<file path="src/rtl/cvd_sequencer.sv">
module cvd_sequencer #(
  parameter int RES_W = 10,
  parameter int CNT_W = 7
) (
  input  logic             clk,
  input  logic             rst_n,
  input  logic             enable,
  input  logic             go_set,
  input  logic             go_clr,
  input  logic             trigger,
  input  logic             irq_clr,
  input  logic [CNT_W-1:0] pre_len,
  input  logic [CNT_W-1:0] acq_len,
  input  logic             int_pol,
  input  logic             ext_pol,
  input  logic             guard_pol,
  input  logic             out_ovr_en,
  input  logic             dbl_en,
  input  logic             inv_en,
  input  logic             cmp_in,
  output logic             busy,
  output logic             irq,
  output logic             hold_short_vdd,
  output logic             hold_short_vss,
  output logic             pin_drv_en,
  output logic             pin_drv_val,
  output logic             out_drv_en,
  output logic             out_drv_val,
  output logic             guard_val,
  output logic             mux_en,
  output logic [RES_W-1:0] res0,
  output logic [RES_W-1:0] res1
);
  localparam int IDX_W = $clog2(RES_W);

  typedef enum logic [2:0] {S_IDLE, S_PRE, S_ACQ, S_CONV, S_GAP} st_t;

  st_t              state, first_st;
  logic [CNT_W-1:0] cnt, first_cnt;
  logic [IDX_W-1:0] bidx;
  logic [RES_W-1:0] sar, sh, fillm, partial;
  logic             second;

  assign first_st  = (pre_len != '0) ? S_PRE : (acq_len != '0) ? S_ACQ : S_CONV;
  assign first_cnt = (pre_len != '0) ? pre_len : acq_len;

  assign sh      = sar >> bidx;
  assign fillm   = ~(({RES_W{1'b1}} << bidx) << 1);
  assign partial = sh[1] ? (sar | fillm) : sar;

  logic inv, ip, pre;
  assign inv = second & inv_en;
  assign ip  = int_pol ^ inv;
  assign pre = (state == S_PRE);

  assign busy           = (state != S_IDLE);
  assign hold_short_vdd = pre & ip;
  assign hold_short_vss = pre & ~ip;
  assign pin_drv_en     = pre;
  assign pin_drv_val    = ext_pol ^ inv;
  assign out_drv_en     = pre & out_ovr_en;
  assign out_drv_val    = ip;
  assign guard_val      = guard_pol ^ inv;
  assign mux_en         = (state == S_ACQ) || (state == S_CONV);

  always_ff @(posedge clk) begin
    if (!rst_n) begin
      state  <= S_IDLE;
      cnt    <= '0;
      bidx   <= '0;
      sar    <= '0;
      second <= 1'b0;
      irq    <= 1'b0;
      res0   <= '0;
      res1   <= '0;
    end else begin
      if (irq_clr) irq <= 1'b0;
      if (state == S_IDLE) begin
        if (enable && (go_set || trigger)) begin
          state  <= first_st;
          cnt    <= first_cnt;
          bidx   <= IDX_W'(RES_W-1);
          sar    <= '0;
          second <= 1'b0;
        end
      end else if (!enable) begin
        state  <= S_IDLE;
        second <= 1'b0;
      end else if (go_clr) begin
        if (state == S_CONV) begin
          if (second) res1 <= partial;
          else        res0 <= partial;
        end
        state  <= S_IDLE;
        second <= 1'b0;
      end else begin
        case (state)
          S_PRE: begin
            if (cnt == CNT_W'(1)) begin
              state <= (acq_len != '0) ? S_ACQ : S_CONV;
              cnt   <= acq_len;
            end else cnt <= cnt - 1'b1;
          end
          S_ACQ: begin
            if (cnt == CNT_W'(1)) state <= S_CONV;
            else                  cnt   <= cnt - 1'b1;
          end
          S_CONV: begin
            sar[bidx] <= cmp_in;
            if (bidx == '0) begin
              if (second) res1 <= {sar[RES_W-1:1], cmp_in};
              else        res0 <= {sar[RES_W-1:1], cmp_in};
              if (!second && dbl_en) begin
                state  <= S_GAP;
                cnt    <= CNT_W'(2);
                second <= 1'b1;
              end else begin
                state  <= S_IDLE;
                second <= 1'b0;
                irq    <= 1'b1;
              end
            end else bidx <= bidx - 1'b1;
          end
          S_GAP: begin
            if (cnt == CNT_W'(1)) begin
              state <= first_st;
              cnt   <= first_cnt;
              bidx  <= IDX_W'(RES_W-1);
              sar   <= '0;
            end else cnt <= cnt - 1'b1;
          end
          default: state <= S_IDLE;
        endcase
      end
    end
  end
endmodule

</file>
<file path="config.mk">
export PLATFORM = sky130hd
export DESIGN_NAME = cvd_sequencer
export DESIGN_NICKNAME = d
export VERILOG_FILES = /design/src/rtl/cvd_sequencer.sv
export SDC_FILE = /design/constraint.sdc
export NUM_CORES = 1
export LEC_CHECK = 0
export BUFFER_PORTS_ARGS = -buffer_cell sky130_fd_sc_hd__buf_4
export CAP_MARGIN = 30
export CORE_MARGIN = 2
export CORE_UTILIZATION = 56
export DETAILED_ROUTE_END_ITERATION = 16
export PLACE_DENSITY = 0.78
export SLEW_MARGIN = 25
export SYNTH_ARGS = -nofsm -noshare
export SYNTH_HDL_FRONTEND = slang
export SYNTH_SLANG_ARGS = --single-unit
</file>
<file path="constraint.sdc">
create_clock -name clk -period 2.75 [get_ports clk]
set_input_delay 0.275 -clock clk [delete_from_list [all_inputs] [get_ports clk]]
set_output_delay 0.275 -clock clk [all_outputs]
set_load 0.02 [all_outputs]
</file>
# Word-level counts from Yosys, hierarchy flattened
# Cells that the tools add are included.
[op_classes] n_shift=2 n_reduce_logical=22 n_bitwise=12 div=0 addsub=2 eq_ne=18 n_lt_le_gt_ge=2 mux=66 mul=0
[op_table] cell="2-to-1 mux 10 bit" count=18
[op_table] cell="2-to-1 mux 7 bit" count=10
[op_table] cell="2-to-1 mux 3 bit" count=10
[op_table] cell="one-hot mux 7 bit (4 select lines)" count=1
[op_table] cell="2-to-1 mux 4 bit" count=6
[op_table] cell="one-hot mux 10 bit (2 select lines)" count=1
[op_table] cell="AND reduction 5 bit" count=4
[op_table] cell="2-to-1 mux 1 bit" count=16
[op_table] cell="inequality test 5 x 3 -> 1 bit, second input constant" count=3
[op_table] cell="nonzero test 7 bit" count=2
[op_table] cell="one-hot mux 3 bit (4 select lines)" count=1
[op_table] cell="bitwise mux 10 bit" count=1
[op_table] cell="inverter 10 bit" count=1
[op_table] cell="bitwise OR 10 bit" count=1
[op_table] cell="left shift 10 x 4 -> 9 bit, first input constant" count=1
[op_table] cell="right shift 10 x 4 -> 2 bit" count=1
[op_table] cell="inequality test 3 bit, second input constant" count=3
[op_table] cell="inequality test 4 x 1 -> 1 bit, second input constant" count=2
[op_table] cell="one-hot mux 4 bit (2 select lines)" count=1
[op_table] cell="equality test 7 x 1 -> 1 bit, second input constant" count=1
[op_table] cell="AND reduction 7 bit" count=1
[op_table] cell="subtractor 7 x 1 -> 7 bit, second input constant" count=1
[op_table] cell="equality test 3 x 2 -> 1 bit, second input constant" count=2
[op_table] cell="inequality test 3 x 1 -> 1 bit, second input constant" count=2
[op_table] cell="other kinds (21)" count=34
[totals] output_inout_bits=30 n_memories=0 ff_bits=46 latchBits=0 rom_bits=0 input_bits=28 ram_bits=0

# Depth between registers and ports, before layout
[depth] depth_word=9 ltp_mapped=9 mapped_depth_nobuf=7

# Least setup slack after synthesis
# No wires, ideal clock.
[synth_path] kind="reg2reg" from="register bidx[0]" to="register res0[2]" t_required_ns=2.614 setup_time_ns=0.136 path_buffers=2 path_slack_ns=0.588 path_stages_with_launch=10 arrival_ns=2.026 cell_sequence="dfxtp_1 -> buf_2 -> inv_1 -> ha_1 -> nor3b_2 -> o211ai_1 -> nand2b_1 -> clkbuf_1 -> mux2i_1 -> o32ai_1"
[synth_between] elab_chain_len=7 word_cells_on_any_way=11
[synth_lines] item="from (decl)" line_no="40" source="logic [IDX_W-1:0] bidx;"
[synth_lines] item="from (signal assigned)" line_no="82" source="bidx <= IDX_W'(RES_W-1);"
[synth_lines] item="from (signal assigned)" line_no="122" source="end else bidx <= bidx - 1'b1;"
[synth_lines] item="from (signal assigned)" line_no="128" source="bidx <= IDX_W'(RES_W-1);"
[synth_lines] item="left shift 10 x 4 -> 9 bit" line_no="48" source="assign fillm = ~(({RES_W{1'b1}} << bidx) << 1);"
[synth_lines] item="inverter 10 bit" line_no="48"
[synth_lines] item="bitwise OR 10 bit" line_no="49" source="assign partial = sh[1] ? (sar | fillm) : sar;"
[synth_lines] item="2-to-1 mux 10 bit" line_no="49"
[synth_lines] item="2-to-1 mux 10 bit" line_no="91" source="if (second) res1 <= partial;"
[synth_lines] item="2-to-1 mux 10 bit" line_no="90" source="if (state == S_CONV) begin"
[synth_lines] item="2-to-1 mux 10 bit" line_no="89" source="end else if (go_clr) begin"
[synth_lines] item="to (signal assigned)" line_no="92" source="else res0 <= partial;"
[synth_lines] item="to (signal assigned)" line_no="112" source="else res0 <= {sar[RES_W-1:1], cmp_in};"
[synth_lines] item="to (decl)" line_no="31" source="output logic [RES_W-1:0] res0,"
# Parallel ways exist; a longest one is shown, timed or not. The select of a mux whose other input is x is not followed.
# A chain may end at the register's enable or synchronous reset.

# Final worst setup path
[layout_path] from="register cnt[0]" to="register bidx[3]"
[layout_between] elab_chain_len=3
[layout_lines] item="from (decl)" line_no="39" source="logic [CNT_W-1:0] cnt, first_cnt;"
[layout_lines] item="from (signal assigned)" line_no="81" source="cnt <= first_cnt;"
[layout_lines] item="from (signal assigned)" line_no="101" source="cnt <= acq_len;"
[layout_lines] item="from (signal assigned)" line_no="102" source="end else cnt <= cnt - 1'b1;"
[layout_lines] item="equality test 7 x 1 -> 1 bit" line_no="125" source="if (cnt == CNT_W'(1)) begin"
[layout_lines] item="inequality test 3 bit (no line)"
[layout_lines] item="AND reduction 6 bit (no line)"
# Every way passes these cells.

==> qor.csv <==
stage,metric,value,unit
synth,synth.distinct_cells,60,
floorplanning,start_util,58.06,%
detailed_routing,drc,0,
place,place_congestion,0.9982,
cts,postCtsHoldBufs,0,
worst_hold_path,holdCritPathClass,primary input to flip-flop,
floorplanning,pin_count,58,
timing,drv_slew,0,
place,placed_area,0.003457,mm²
floorplanning,die_h,77,µm
power,seqPwrFrac,30.9,%
setup_path,ff2ff_path_depth,6,
worst_hold_path,holdPathStages,3,
timing,skew,3.241,ps
synth,syn-num-nets,411,
synth,synth_edf_count,0,
setup_path,r2r_setup_slack,320,ps
timing,setup_ws,324.3,ps
detailed_routing,vias_per_cell,6.460,
timing,setup_viol,0,
setup_path,required,2960,ps
global_route,grt_pass1_vias,2921,
place,dp_cells,485,
layout,syn2layout_area_growth,18.87,%
detailed_routing,num_vias,3185,
layout,final_nets,459,
power,p_comb_share,54.4,%
setup_path,timing.rr.start,cnt[0],
cts,cts_max_level,2,
place,port_buffers,57,
detailed_routing,drtIter0Drc,315,
floorplanning,dieArea,0.005929,mm²
global_route,grt_first_pass_wirelength,14280,µm
setup_path,arrival,2630,ps
place,dpl.hpwl,6160,µm
cts,cts_root_buf,clkbuf_8,
power,switchingPower,1.386,mW
setup_path,r2r-end,bidx[3],
power,peakVddDrop,0.7006,mV
timing,slew_headroom,48.44,%
detailed_routing,wire_per_inst,17.40,µm
floorplanning,die_w,77,µm
worst_hold_path,whs_endpoint,irq,
timing,hold_viol,0,
cts,cts-resized-gates,0,
layout,fin_cells,493,
setup_path,critPathKind,flip-flop to flip-flop,
setup_path,crit_path_start_kind,flip-flop,
global_route,track_usage,29.45,%
timing,fmax,412.3,MHz
global_route,grt_overflow,0,
timing,fin_crit_sh,88.21,%
layout,diodes,0,
cts,clk_pin_slew_worst_paths,90,ps
place,dp_slack,364.7,ps
global_route,antenna_found_initial,0,
synth,ys_ff_latch,46,
timing,finalSetupTns,0,ps
layout,layout_commonest_cell,buf_4,
power,power.internal,1.543,mW
synth,synthFlopType,dfxtp_1,
power,p_per_area,825.9,mW/mm²
cts,cts.path.max_buffers,2,
worst_hold_path,min_from,irq_clr,
synth,yosysWarnings,0,
synth,syn_inst,374,
cts,cts_buffers,5,
cts,post-cts-setup-buffers,0,
flow_run,cap_violations,0,
global_route,grt_max_degree,32,
floorplanning,std_cell_rows,26,
layout,layout-drive-gt1-share,20.80,%
floorplanning,core,0.005140,mm²
synth,synth-seq-area-share,30.86,%
layout,mostFrequentLayoutCells,"buf_4, dfxtp_1, o21ai_0, a21oi_1, nand2_1",
cts,cts_sinks,46,
layout,fin_area,0.003547,mm²
power,clkPwrFrac,14.8,%
power,p_leak,1.398,nW
setup_path,end_kind,flip-flop,
cts,clk_latency,310,ps
detailed_routing,wl,8578,µm
timing,worst_pin_slew,772.3,ps
cts,cts_tree,built,
status,outcome,finished clean,
setup_path,crit_fanout,10,
detailed_routing,ant_nets,0,
synth,syn_area,0.002984,mm²
timing,min_period,2426,ps
timing,rsz0062_at_grt,no,
synth,avgSynthCellArea,7.979,µm²
setup_path,cp-startpoint,cnt[0],
synth,async_flop_share,0,%
detailed_routing,dr.pass1.iters,5,
power,power,2.930,mW
power,sw_frac_of_total,47.32,%
==> per-layer routing <==
layer,up-vias,track usage [%],wire (µm)
met1,1482,42.32,3879
met2,171,44.47,3693
met5,-,0,0
met3,16,6.706,871
li1,1516,-,-
met4,0,8.036,132
==> kinds of logic after synthesis <==
| family | count (synthesis) | synth area share (%) |
|---|---|---|
| AO/OA/AOI/OAI | 139 | 30.94 |
| AND/OR/NAND/NOR | 124 | 22.47 |
| flip-flops | 46 | 30.86 |
| buffers and inverters | 37 | 4.948 |
| multiplexers | 13 | 5.241 |
| adder cells (fa/ha/maj) | 9 | 3.774 |
| XOR/XNOR | 6 | 1.761 |
==> worst max-delay path by stage <==
stage | cells past startpoint | slack (ps) | end
3_3_place_gp | 6 | 470 | res1[8]
6_report | 6 | 320 | bidx[3]
4_1_cts | 7 | 340 | res0[5]
3_5_place_dp | 7 | 360 | res0[5]
5_1_grt | 7 | 110 | bidx[3]
2_1_floorplan | 9 | 590 | res0[2]
==> critical path: stages, from the launching register on <==
cell and delay (ps):
dfxtp_1 430, ha_1 290, nor2b_1 420, nand2_1 350
nor3_1 430, a211oi_1 100, a311oi_1 300
==> power by group through the flow <==
stage,combinational (mW),sequential (mW),clock (mW)
finish,1.59,0.904,0.433
global route,1.73,0.922,0.474
CTS,1.55,0.897,0.441
detailed placement,1.53,0.914,0
global placement,1.53,0.910,0
floorplan,1.19,0.834,0
==> synth_stat cells (7+ instances only) <==
library cell	n	area share, %
a211oi_1	8	2.0
a21oi_1	32	5.4
mux2i_1	10	3.4
clkbuf_1	14	1.8
nor2_1	22	2.8
a31oi_1	12	2.5
o21ai_0	34	5.7
o32ai_1	9	2.6
inv_1	14	1.8
o211ai_1	9	2.3
ha_1	9	3.8
dfxtp_1	46	31
nor2b_1	10	2.1
nand2_1	28	3.5
nand3_1	11	1.8
nor3_1	8	1.3
buf_2	7	1.2
==> registers in the layout, summed over array words and instances, names as in the netlist <==
signal and cells:
bidx 4, cnt 7, irq 1, res0 10, res1 10, sar 10
second 1, state 3
==> stage by stage <==
stage | hold slack, ps | utilization [%]
2_1_floorplan | 458.9 | -
3_3_place_gp | 445.8 | 67.26
6_report | 245.5 | 69.01
5_1_grt | 251.7 | 69.01
4_1_cts | 245.0 | 69.01
3_5_place_dp | 449.5 | 67.26
==> final cells by class <==
| type | count | area, µm² |
|---|---|---|
| clock buffer | 5 | 68.82 |
| clock inverter | 3 | 21.27 |
| fill | 459 | 1593 |
| inverter | 14 | 52.55 |
| multi-input combinational | 291 | 1916 |
| sequential | 46 | 920.9 |
| tap | 70 | 87.58 |
| timing repair buffer | 64 | 480.5 |
Note: power is estimated with default switching activity, not from simulation.
